**config.mk**
```make
export PLATFORM = sky130hd
export DESIGN_NAME = dma_ctl_regs
export DESIGN_NICKNAME = d
export VERILOG_FILES = /design/src/rtl/dma_ctl_pkg.sv /design/src/rtl/dma_ctl_bus_fsm.sv /design/src/rtl/dma_ctl_chan_bank.sv /design/src/rtl/dma_ctl_irq.sv /design/src/rtl/dma_ctl_regs.sv
export SDC_FILE = /design/constraint.sdc
export NUM_CORES = 2
export LEC_CHECK = 0
export ABC_AREA = 1
export BUFFER_PORTS_ARGS = -buffer_cell sky130_fd_sc_hd__buf_2
export CAP_MARGIN = 25
export CORE_AREA = 5 5 542 544
export CTS_CLUSTER_SIZE = 24
export DETAILED_ROUTE_END_ITERATION = 8
export DIE_AREA = 0 0 547 549
export PLACE_DENSITY = 0.35
export SLEW_MARGIN = 5
export SYNTH_ARGS = -nofsm -noshare
export SYNTH_HDL_FRONTEND = slang
export SYNTH_SLANG_ARGS = --single-unit
export TNS_END_PERCENT = 5
```
**constraint.sdc**
```tcl
create_clock -name clk -period 1.5 [get_ports clk]
set_input_delay 0.225 -clock clk [delete_from_list [all_inputs] [get_ports clk]]
set_output_delay 0.225 -clock clk [all_outputs]
set_load 0.1 [all_outputs]
```
**src/rtl/dma_ctl_pkg.sv**
```systemverilog
package dma_ctl_pkg;

    typedef enum logic {
        BUS_IDLE,
        BUS_RESP
    } bus_state_e;

    // register codes inside a channel bank
    localparam logic [2:0] SEL_SRC  = 3'd0;
    localparam logic [2:0] SEL_DST  = 3'd1;
    localparam logic [2:0] SEL_LLI  = 3'd2;
    localparam logic [2:0] SEL_CTRL = 3'd3;
    localparam logic [2:0] SEL_CFG  = 3'd4;

    // global word indices
    localparam logic [5:0] GW_ALL     = 6'd0;
    localparam logic [5:0] GW_TC      = 6'd1;
    localparam logic [5:0] GW_TC_CLR  = 6'd2;
    localparam logic [5:0] GW_ERR     = 6'd3;
    localparam logic [5:0] GW_ERR_CLR = 6'd4;
    localparam logic [5:0] GW_RAW_TC  = 6'd5;
    localparam logic [5:0] GW_RAW_ERR = 6'd6;
    localparam logic [5:0] GW_EN_MAP  = 6'd7;
    localparam logic [5:0] GW_CFG     = 6'd12;

    // configuration word bit positions used by this unit
    localparam int CFG_EN_BIT    = 0;
    localparam int CFG_ERRIE_BIT = 14;
    localparam int CFG_TCIE_BIT  = 15;

    function automatic logic in_glb_win(input logic [9:0] a);
        return a[9:6] == 4'h0;
    endfunction

    function automatic logic in_chan_win(input logic [9:0] a);
        return a[9:6] == 4'h1;
    endfunction

    function automatic logic in_id_win(input logic [9:0] a);
        return a[9:3] == 7'h7F;
    endfunction

    function automatic logic [7:0] ident_byte(input logic [2:0] k, input logic two_ch);
        logic [7:0] b;
        case (k)
            3'd0: b = two_ch ? 8'h81 : 8'h80;
            3'd1: b = 8'h10;
            3'd2: b = 8'h04;
            3'd3: b = 8'h0A;
            3'd4: b = 8'h0D;
            3'd5: b = 8'hF0;
            3'd6: b = 8'h05;
            default: b = 8'hB1;
        endcase
        return b;
    endfunction

endpackage

```
**src/rtl/dma_ctl_bus_fsm.sv**
```systemverilog
module dma_ctl_bus_fsm
    import dma_ctl_pkg::*;
(
    input  logic        clk,
    input  logic        rst_n,
    input  logic        bus_valid,
    input  logic        bus_write,
    input  logic [9:0]  bus_waddr,
    input  logic [31:0] rd_value,
    output logic        ch_we,
    output logic [2:0]  ch_idx,
    output logic [2:0]  ch_sel,
    output logic        glb_we,
    output logic        tc_clr_we,
    output logic        err_clr_we,
    output logic        bus_rvalid,
    output logic [31:0] bus_rdata
);

    bus_state_e state_q, state_d;
    logic       rd_req, wr_req, glb_hit;

    assign rd_req  = bus_valid & ~bus_write;
    assign wr_req  = bus_valid &  bus_write;
    assign glb_hit = wr_req & in_glb_win(bus_waddr);

    // write decode
    always_comb begin
        ch_idx     = bus_waddr[5:3];
        ch_sel     = bus_waddr[2:0];
        ch_we      = wr_req & in_chan_win(bus_waddr);
        glb_we     = glb_hit & (bus_waddr[5:0] == GW_CFG);
        tc_clr_we  = glb_hit & (bus_waddr[5:0] == GW_TC_CLR);
        err_clr_we = glb_hit & (bus_waddr[5:0] == GW_ERR_CLR);
    end

    // next state
    always_comb begin
        state_d = state_q;
        unique case (state_q)
            BUS_IDLE: state_d = rd_req ? BUS_RESP : BUS_IDLE;
            BUS_RESP: state_d = rd_req ? BUS_RESP : BUS_IDLE;
        endcase
    end

    // state register
    always_ff @(posedge clk or negedge rst_n) begin
        if (!rst_n) state_q <= BUS_IDLE;
        else        state_q <= state_d;
    end

    // outputs
    always_ff @(posedge clk or negedge rst_n) begin
        if (!rst_n)      bus_rdata <= '0;
        else if (rd_req) bus_rdata <= rd_value;
    end

    always_comb begin
        unique case (state_q)
            BUS_IDLE: bus_rvalid = 1'b0;
            BUS_RESP: bus_rvalid = 1'b1;
        endcase
    end

    // a read request is answered in the next cycle
    a_r11_resp_follows: assert property (@(posedge clk) disable iff (!rst_n)
        rd_req |=> bus_rvalid);
    // no response without a request one cycle earlier
    a_r11_no_stray: assert property (@(posedge clk) disable iff (!rst_n)
        bus_rvalid |-> $past(rd_req));

endmodule

```
**src/rtl/dma_ctl_chan_bank.sv**
```systemverilog
module dma_ctl_chan_bank
    import dma_ctl_pkg::*;
#(
    parameter int NCH = 8
) (
    input  logic            clk,
    input  logic            rst_n,
    input  logic            we,
    input  logic [2:0]      idx,
    input  logic [2:0]      sel,
    input  logic [31:0]     wdata,
    output logic [31:0]     rd_word,
    output logic [NCH*32-1:0] chan_src,
    output logic [NCH*32-1:0] chan_dst,
    output logic [NCH*32-1:0] chan_lli,
    output logic [NCH*32-1:0] chan_ctrl,
    output logic [NCH*32-1:0] chan_cfg
);

    localparam int IDX_W = $clog2(NCH);

    logic             idx_ok;
    logic [IDX_W-1:0] cidx;

    assign idx_ok = int'(idx) < NCH;
    assign cidx   = idx[IDX_W-1:0];

    logic [31:0] src_q  [NCH];
    logic [31:0] dst_q  [NCH];
    logic [31:0] lli_q  [NCH];
    logic [31:0] ctrl_q [NCH];
    logic [31:0] cfg_q  [NCH];

    for (genvar g = 0; g < NCH; g++) begin : g_chan
        logic hit;
        assign hit = we & idx_ok & (cidx == IDX_W'(g));

        always_ff @(posedge clk or negedge rst_n) begin
            if (!rst_n) begin
                src_q[g]  <= '0;
                dst_q[g]  <= '0;
                lli_q[g]  <= '0;
                ctrl_q[g] <= '0;
                cfg_q[g]  <= '0;
            end else if (hit) begin
                case (sel)
                    SEL_SRC:  src_q[g]  <= wdata;
                    SEL_DST:  dst_q[g]  <= wdata;
                    SEL_LLI:  lli_q[g]  <= wdata;
                    SEL_CTRL: ctrl_q[g] <= wdata;
                    SEL_CFG:  cfg_q[g]  <= wdata;
                    default: ;
                endcase
            end
        end

        assign chan_src [g*32 +: 32] = src_q[g];
        assign chan_dst [g*32 +: 32] = dst_q[g];
        assign chan_lli [g*32 +: 32] = lli_q[g];
        assign chan_ctrl[g*32 +: 32] = ctrl_q[g];
        assign chan_cfg [g*32 +: 32] = cfg_q[g];
    end

    always_comb begin
        rd_word = '0;
        if (idx_ok) begin
            case (sel)
                SEL_SRC:  rd_word = src_q[cidx];
                SEL_DST:  rd_word = dst_q[cidx];
                SEL_LLI:  rd_word = lli_q[cidx];
                SEL_CTRL: rd_word = ctrl_q[cidx];
                SEL_CFG:  rd_word = cfg_q[cidx];
                default:  rd_word = '0;
            endcase
        end
    end

    // a write to a channel index beyond the count changes nothing
    a_r2_ignore_oob: assert property (@(posedge clk) disable iff (!rst_n)
        (we && !idx_ok) |=> ($stable(chan_src) && $stable(chan_dst) && $stable(chan_lli)
                             && $stable(chan_ctrl) && $stable(chan_cfg)));

endmodule

```
**src/rtl/dma_ctl_irq.sv**
```systemverilog
module dma_ctl_irq #(
    parameter int NCH = 8
) (
    input  logic           clk,
    input  logic           rst_n,
    input  logic [NCH-1:0] tc_set,
    input  logic [NCH-1:0] err_set,
    input  logic           tc_clr_we,
    input  logic           err_clr_we,
    input  logic [NCH-1:0] clr_bits,
    input  logic [NCH-1:0] tc_mask,
    input  logic [NCH-1:0] err_mask,
    output logic [NCH-1:0] tc_flag,
    output logic [NCH-1:0] err_flag,
    output logic [NCH-1:0] tc_act,
    output logic [NCH-1:0] err_act,
    output logic           irq_tc,
    output logic           irq_err,
    output logic           irq_any
);

    for (genvar g = 0; g < NCH; g++) begin : g_flag
        logic tc_kill, err_kill;
        assign tc_kill  = tc_clr_we  & clr_bits[g];
        assign err_kill = err_clr_we & clr_bits[g];

        always_ff @(posedge clk or negedge rst_n) begin
            if (!rst_n) begin
                tc_flag[g]  <= 1'b0;
                err_flag[g] <= 1'b0;
            end else begin
                // a set in the same cycle overrides the clear
                tc_flag[g]  <= (tc_flag[g]  & ~tc_kill)  | tc_set[g];
                err_flag[g] <= (err_flag[g] & ~err_kill) | err_set[g];
            end
        end
    end

    assign tc_act  = tc_flag  & tc_mask;
    assign err_act = err_flag & err_mask;
    assign irq_tc  = |tc_act;
    assign irq_err = |err_act;
    assign irq_any = irq_tc | irq_err;

    // every pulsed bit is set afterwards, R4: even when cleared in the same cycle
    a_r3_set_holds: assert property (@(posedge clk) disable iff (!rst_n)
        (tc_set != '0) |=> ((tc_flag & $past(tc_set)) == $past(tc_set)));
    a_r3_err_set_holds: assert property (@(posedge clk) disable iff (!rst_n)
        (err_set != '0) |=> ((err_flag & $past(err_set)) == $past(err_set)));
    // cleared bits without a concurrent pulse are gone
    a_r4_clear_takes: assert property (@(posedge clk) disable iff (!rst_n)
        tc_clr_we |=> ((tc_flag & $past(clr_bits) & ~$past(tc_set)) == '0));
    // no raw flags means no interrupt
    a_r6_quiet: assert property (@(posedge clk) disable iff (!rst_n)
        (tc_flag == '0 && err_flag == '0) |-> !irq_any);

endmodule

```
**src/rtl/dma_ctl_regs.sv**
```systemverilog
module dma_ctl_regs
    import dma_ctl_pkg::*;
#(
    parameter int NCH = 8
) (
    input  logic              clk,
    input  logic              rst_n,
    input  logic              bus_valid,
    input  logic              bus_write,
    input  logic [9:0]        bus_waddr,
    input  logic [31:0]       bus_wdata,
    output logic              bus_rvalid,
    output logic [31:0]       bus_rdata,
    input  logic [NCH-1:0]    done_tc,
    input  logic [NCH-1:0]    done_err,
    output logic [NCH*32-1:0] chan_src,
    output logic [NCH*32-1:0] chan_dst,
    output logic [NCH*32-1:0] chan_lli,
    output logic [NCH*32-1:0] chan_ctrl,
    output logic [NCH*32-1:0] chan_cfg,
    output logic [31:0]       glb_cfg,
    output logic              irq_tc,
    output logic              irq_err,
    output logic              irq_any
);

    localparam logic TWO_CH = (NCH == 2);

    logic        ch_we, glb_we, tc_clr_we, err_clr_we;
    logic [2:0]  ch_idx, ch_sel;
    logic [31:0] rd_value, bank_word;
    logic [NCH-1:0] tc_mask, err_mask, en_map;
    logic [NCH-1:0] tc_flag, err_flag, tc_act, err_act;

    dma_ctl_bus_fsm i_fsm (
        .clk        (clk),
        .rst_n      (rst_n),
        .bus_valid  (bus_valid),
        .bus_write  (bus_write),
        .bus_waddr  (bus_waddr),
        .rd_value   (rd_value),
        .ch_we      (ch_we),
        .ch_idx     (ch_idx),
        .ch_sel     (ch_sel),
        .glb_we     (glb_we),
        .tc_clr_we  (tc_clr_we),
        .err_clr_we (err_clr_we),
        .bus_rvalid (bus_rvalid),
        .bus_rdata  (bus_rdata)
    );

    dma_ctl_chan_bank #(.NCH(NCH)) i_bank (
        .clk       (clk),
        .rst_n     (rst_n),
        .we        (ch_we),
        .idx       (ch_idx),
        .sel       (ch_sel),
        .wdata     (bus_wdata),
        .rd_word   (bank_word),
        .chan_src  (chan_src),
        .chan_dst  (chan_dst),
        .chan_lli  (chan_lli),
        .chan_ctrl (chan_ctrl),
        .chan_cfg  (chan_cfg)
    );

    for (genvar g = 0; g < NCH; g++) begin : g_cfg_bits
        assign tc_mask[g]  = chan_cfg[g*32 + CFG_TCIE_BIT];
        assign err_mask[g] = chan_cfg[g*32 + CFG_ERRIE_BIT];
        assign en_map[g]   = chan_cfg[g*32 + CFG_EN_BIT];
    end

    dma_ctl_irq #(.NCH(NCH)) i_irq (
        .clk        (clk),
        .rst_n      (rst_n),
        .tc_set     (done_tc),
        .err_set    (done_err),
        .tc_clr_we  (tc_clr_we),
        .err_clr_we (err_clr_we),
        .clr_bits   (bus_wdata[NCH-1:0]),
        .tc_mask    (tc_mask),
        .err_mask   (err_mask),
        .tc_flag    (tc_flag),
        .err_flag   (err_flag),
        .tc_act     (tc_act),
        .err_act    (err_act),
        .irq_tc     (irq_tc),
        .irq_err    (irq_err),
        .irq_any    (irq_any)
    );

    always_ff @(posedge clk or negedge rst_n) begin
        if (!rst_n)      glb_cfg <= '0;
        else if (glb_we) glb_cfg <= bus_wdata;
    end

    // read multiplexer
    always_comb begin
        rd_value = '0;
        if (in_chan_win(bus_waddr)) begin
            rd_value = bank_word;
        end else if (in_id_win(bus_waddr)) begin
            rd_value = {24'h0, ident_byte(bus_waddr[2:0], TWO_CH)};
        end else if (in_glb_win(bus_waddr)) begin
            case (bus_waddr[5:0])
                GW_ALL:     rd_value = 32'(tc_act | err_act);
                GW_TC:      rd_value = 32'(tc_act);
                GW_ERR:     rd_value = 32'(err_act);
                GW_RAW_TC:  rd_value = 32'(tc_flag);
                GW_RAW_ERR: rd_value = 32'(err_flag);
                GW_EN_MAP:  rd_value = 32'(en_map);
                GW_CFG:     rd_value = glb_cfg;
                default:    rd_value = '0;
            endcase
        end
    end

    // an interrupt line rises only if a flag was pulsed or a mask was written
    a_r6_rise_cause: assert property (@(posedge clk) disable iff (!rst_n)
        $rose(irq_any) |-> ($past(done_tc != '0) || $past(done_err != '0) || $past(ch_we)));

endmodule

```
==> impl_metrics.py <==
metrics = {
    "setup_path": {
        "crit_required_ns": 1.27,
        "path_delay_family": "simple AND/OR/NAND/NOR gates",
        "cp_max_fo": 3,
        "rr_endpoint": "i_fsm.bus_rdata[0]$_DFFE_PN0P_",
        "r2r-start": "i_bank.chan_ctrl[192]$_DFFE_PN0P_",
        "rrSetupSlack_ns": -0.49,
        "path_cells": "nand2_2 > inv_2 > nor4_4 > nand4_1 > buf_12",
        "crit_buf_inv": 2,
        "r2r_cells": 11,
        "critPathLaunchType": "register",
        "crit_arrival_ns": 2.37,
        "crit_type": "register to output pin",
        "endpoint_kind": "output pin",
        "max_stage_delay_ns": 0.43,
        "cp_slowest_cell": "dfrtp_1",
    },
    "power_and_ir_drop": {
        "switching_share_pct": 29.0,
        "leakagePower_nw": 51.8,
        "p_int_mw": 66.8,
        "switching_power_mw": 27.2,
        "power_frac_comb_pct": 13.0,
        "total_power_mw": 94.0,
        "clockPowerShare_pct": 47.0,
        "ir_worst_vdd_mv": 0.735,
        "powerDensity_mw_per_mm2": 872,
        "p_seq_share_pct": 40.0,
    },
    "yosys": {
        "synth_top_flop_cell": "dfrtp_1",
        "synth_cells": 7486,
        "ys_top_cells_by_count": "nand2_1 (2945), dfrtp_1 (1361), o21ai_0 (1293)",
        "yosysTopAreaCell": "dfrtp_1",
        "syn-cell-area_sq_mm": 0.0601,
        "yosys.area_share.simple_pct": 24.4,
        "synth_top_family_by_area": "simple AND/OR/NAND/NOR gates",
        "yosysTopAreaCellShare_pct": 56.6,
        "synthAdderAreaFrac_pct": 0,
        "yosysWarningCount": 0,
        "synth_compound_area_share_pct": 13.7,
        "syn_avg_cell_area_sq_um": 8.03,
        "synth-seq-cells": 1361,
        "synth_edf_count": 0,
        "yosysUniqueCellTypes": 23,
        "ys_async_sr_fraction_pct": 100,
        "synth_mux_area_share_pct": 0,
        "ys_seq_area_share_pct": 56.6,
        "synth_most_common_cell": "nand2_1",
        "synthTopCellsByArea": "dfrtp_1 (57%), nand2_1 (18%), o21ai_0 (11%)",
        "synth_nets": 7548,
        "synthXorXnorAreaFrac_pct": 0,
    },
    "sta": {
        "maxSlewViolCount": 0,
        "hold_violations": 0,
        "worst_clock_skew_ns": 0.0551,
        "fin_crit_sh_pct": 173,
        "relSlewSlack_pct": 59.9,
        "max_freq_mhz": 385,
        "setup_viol": 1380,
        "rsz0062_at_grt": "yes",
        "finalCriticalPeriod_ns": 2.59,
        "worst_pin_slew_ns": 0.595,
        "setup_ws_ns": -1.09,
    },
    "placed_design": {
        "dp_hpwl_um": 370000,
        "port_buffers": 1409,
        "dpl_cell_area_sq_mm": 0.0943,
        "gp_congestion": 0.923,
    },
    "layout": {
        "final_nets": 10500,
        "area_delta_synth_final_pct": 79.1,
        "drive_gt1_share_pct": 36.4,
        "final_area_sq_mm": 0.108,
    },
    "cts": {
        "clk_latency_ns": 0.87,
        "cts_tree": "built",
        "clock_path_buffers": 4,
        "cts.clk_slew.worst_paths_ns": 0.06,
        "cts.sinks": 1361,
        "h-tree-depth": 4,
        "numCtsBuffers": 180,
        "clockRootBuffer": "clkbuf_16",
    },
    "floorplan": {
        "start_util_pct": 20.8,
        "fp.dieH_um": 549,
        "fp.coreArea_sq_mm": 0.289,
        "num_io_pins": 1410,
        "die_x_um": 547,
        "row_count": 198,
        "fp.dieArea_sq_mm": 0.300,
    },
    "detailed_routing": {
        "met1Wirelength_um": 184000,
        "drt_iter0_drc": 6395,
        "drc_errors": 0,
        "wl_per_cell_um": 33.0,
        "via_count": 68300,
        "met3_length_um": 28400,
        "via_per_inst": 4.75,
        "wl_met2_um": 232000,
        "drtAntennaViolNets": 0,
        "firstDrtPassIters": 5,
        "top_layer": "met4",
        "finalWirelength_um": 475000,
    },
    "outcome": {
        "run_status": "finished with violations",
        "violations": "negative setup slack",
    },
    "global_routing": {
        "overflow": 0,
        "antenna_found_initial": 16,
        "grt_pass1_wl_um": 629000,
        "grt_pass1_vias": 68200,
        "grt_use_total_pct": 30.6,
        "grt_max_degree": 68,
    },
    "min_path": {
        "hold_start": "bus_waddr[0]",
        "hold-path-cell-count": 6,
        "worstHoldPathType": "primary input to register",
        "hold_end": "i_fsm.bus_rdata[5]$_DFFE_PN0P_",
    },
    "run": {
        "maxCapViolCount": 0,
    },
}
## how the worst max path moves through the flow
stage                                            endpoint                        startpoint  depth (start not counted)  slack (ns)
final                                             irq_any       i_irq.err_flag[3]$_DFF_PN0_                          5       -1.09
after global routing                              irq_any       i_irq.err_flag[3]$_DFF_PN0_                          5       -1.14
after CTS                                         irq_any  i_bank.chan_cfg[206]$_DFFE_PN0P_                          5       -1.16
after detailed placement  i_fsm.bus_rdata[26]$_DFFE_PN0P_                      bus_waddr[3]                         12       -1.24
after global placement     i_fsm.bus_rdata[0]$_DFFE_PN0P_                      bus_waddr[3]                         15       -1.22
after floorplan                                   irq_any  i_bank.chan_cfg[206]$_DFFE_PN0P_                          4       -0.73
## kinds of logic after synthesis
group | after synthesis
AND/OR/NAND/NOR | 3658
AO/OA/AOI/OAI | 1639
flip-flops | 1361
buffers and inverters | 828
## cell usage in the layout, fill, tap and decap left out, types with 181 or more instances in the layout
master / netlist / final
buf_6: 0 / 322
nor2_1: 214 / 204
nand2_1: 2945 / 2885
buf_2: 25 / 588
nand4_1: 237 / 237
buf_12: 0 / 1042
a21oi_1: 241 / 234
clkbuf_16: 0 / 181
o21ai_0: 1293 / 1253
nand3_1: 251 / 235
buf_4: 0 / 1380
inv_1: 221 / 195
dfrtp_1: 1361 / 1249
## timing repair
item / CTS / global route
pin swaps: 15 / 19
setup buffers: 56 / 34
setup endpoints to repair: 1380 / 1380
hold buffers: 51 / 0
endpoints found under the hold margin: 2550 / 0
gates resized for setup: 917 / 955
## state kept, by name (all words and copies together), names as in the netlist
| register | flops |
|---|---|
| i_bank.chan_cfg | 256 |
| i_fsm.bus_rdata | 32 |
| i_bank.chan_dst | 256 |
| i_bank.chan_lli | 256 |
| i_fsm.state_q | 1 |
| glb_cfg | 32 |
| i_irq.tc_flag | 8 |
| i_bank.chan_src | 256 |
| i_bank.chan_ctrl | 256 |
| i_irq.err_flag | 8 |
## cell type report
class | count | area [sq um]
sequential | 1361 | 34200
fill | 29600 | 181000
tap | 3800 | 4750
inverter | 226 | 883
clock buffer | 278 | 5420
clock inverter | 39 | 430
timing repair buffer | 3388 | 38400
multi-input combinational | 5297 | 23600
antenna | 10 | 25.0
## worst min-delay path, cell delays in order
cell     delay [ns]
buf_2          0.16
buf_4          0.15
nand3_1        0.09
nand2_1        0.06
nor2_1         0.11
a21oi_1        0.08
## stage by stage
step                setup slack, ns  std cells  hold slack [ns]  setup TNS [ns]  utilization [%]
finish                        -1.09      14400           0.0781         -490.69             37.3
global route                  -1.14      14400            0.104         -567.70             37.2
CTS                           -1.16      14400           0.0189         -620.53             36.1
detailed placement            -1.24      13900            0.419         -815.85             32.6
global placement              -1.22      13900            0.418         -804.91             32.6
floorplan                    -0.726       7486          -0.0706         -143.82                -
## per-layer routing
layer	track usage [%]	vias to the layer above
li1	-	30500
met1	36.3	34200
met3	5.20	629
met5	0	-
met4	16.2	0
met2	52.8	2992
## power groups by stage
stage | clock network, mW | logic [mW] | registers [mW]
after floorplan | 0 | 1.97 | 40.8
after global placement | 0 | 11.9 | 38.2
after global routing | 46.2 | 12.7 | 37.6
after detailed placement | 0 | 11.9 | 38.2
after CTS | 44.9 | 12.3 | 37.5
final | 44.2 | 12.3 | 37.5
No activity file was read; power rests on OpenSTA's default activity.
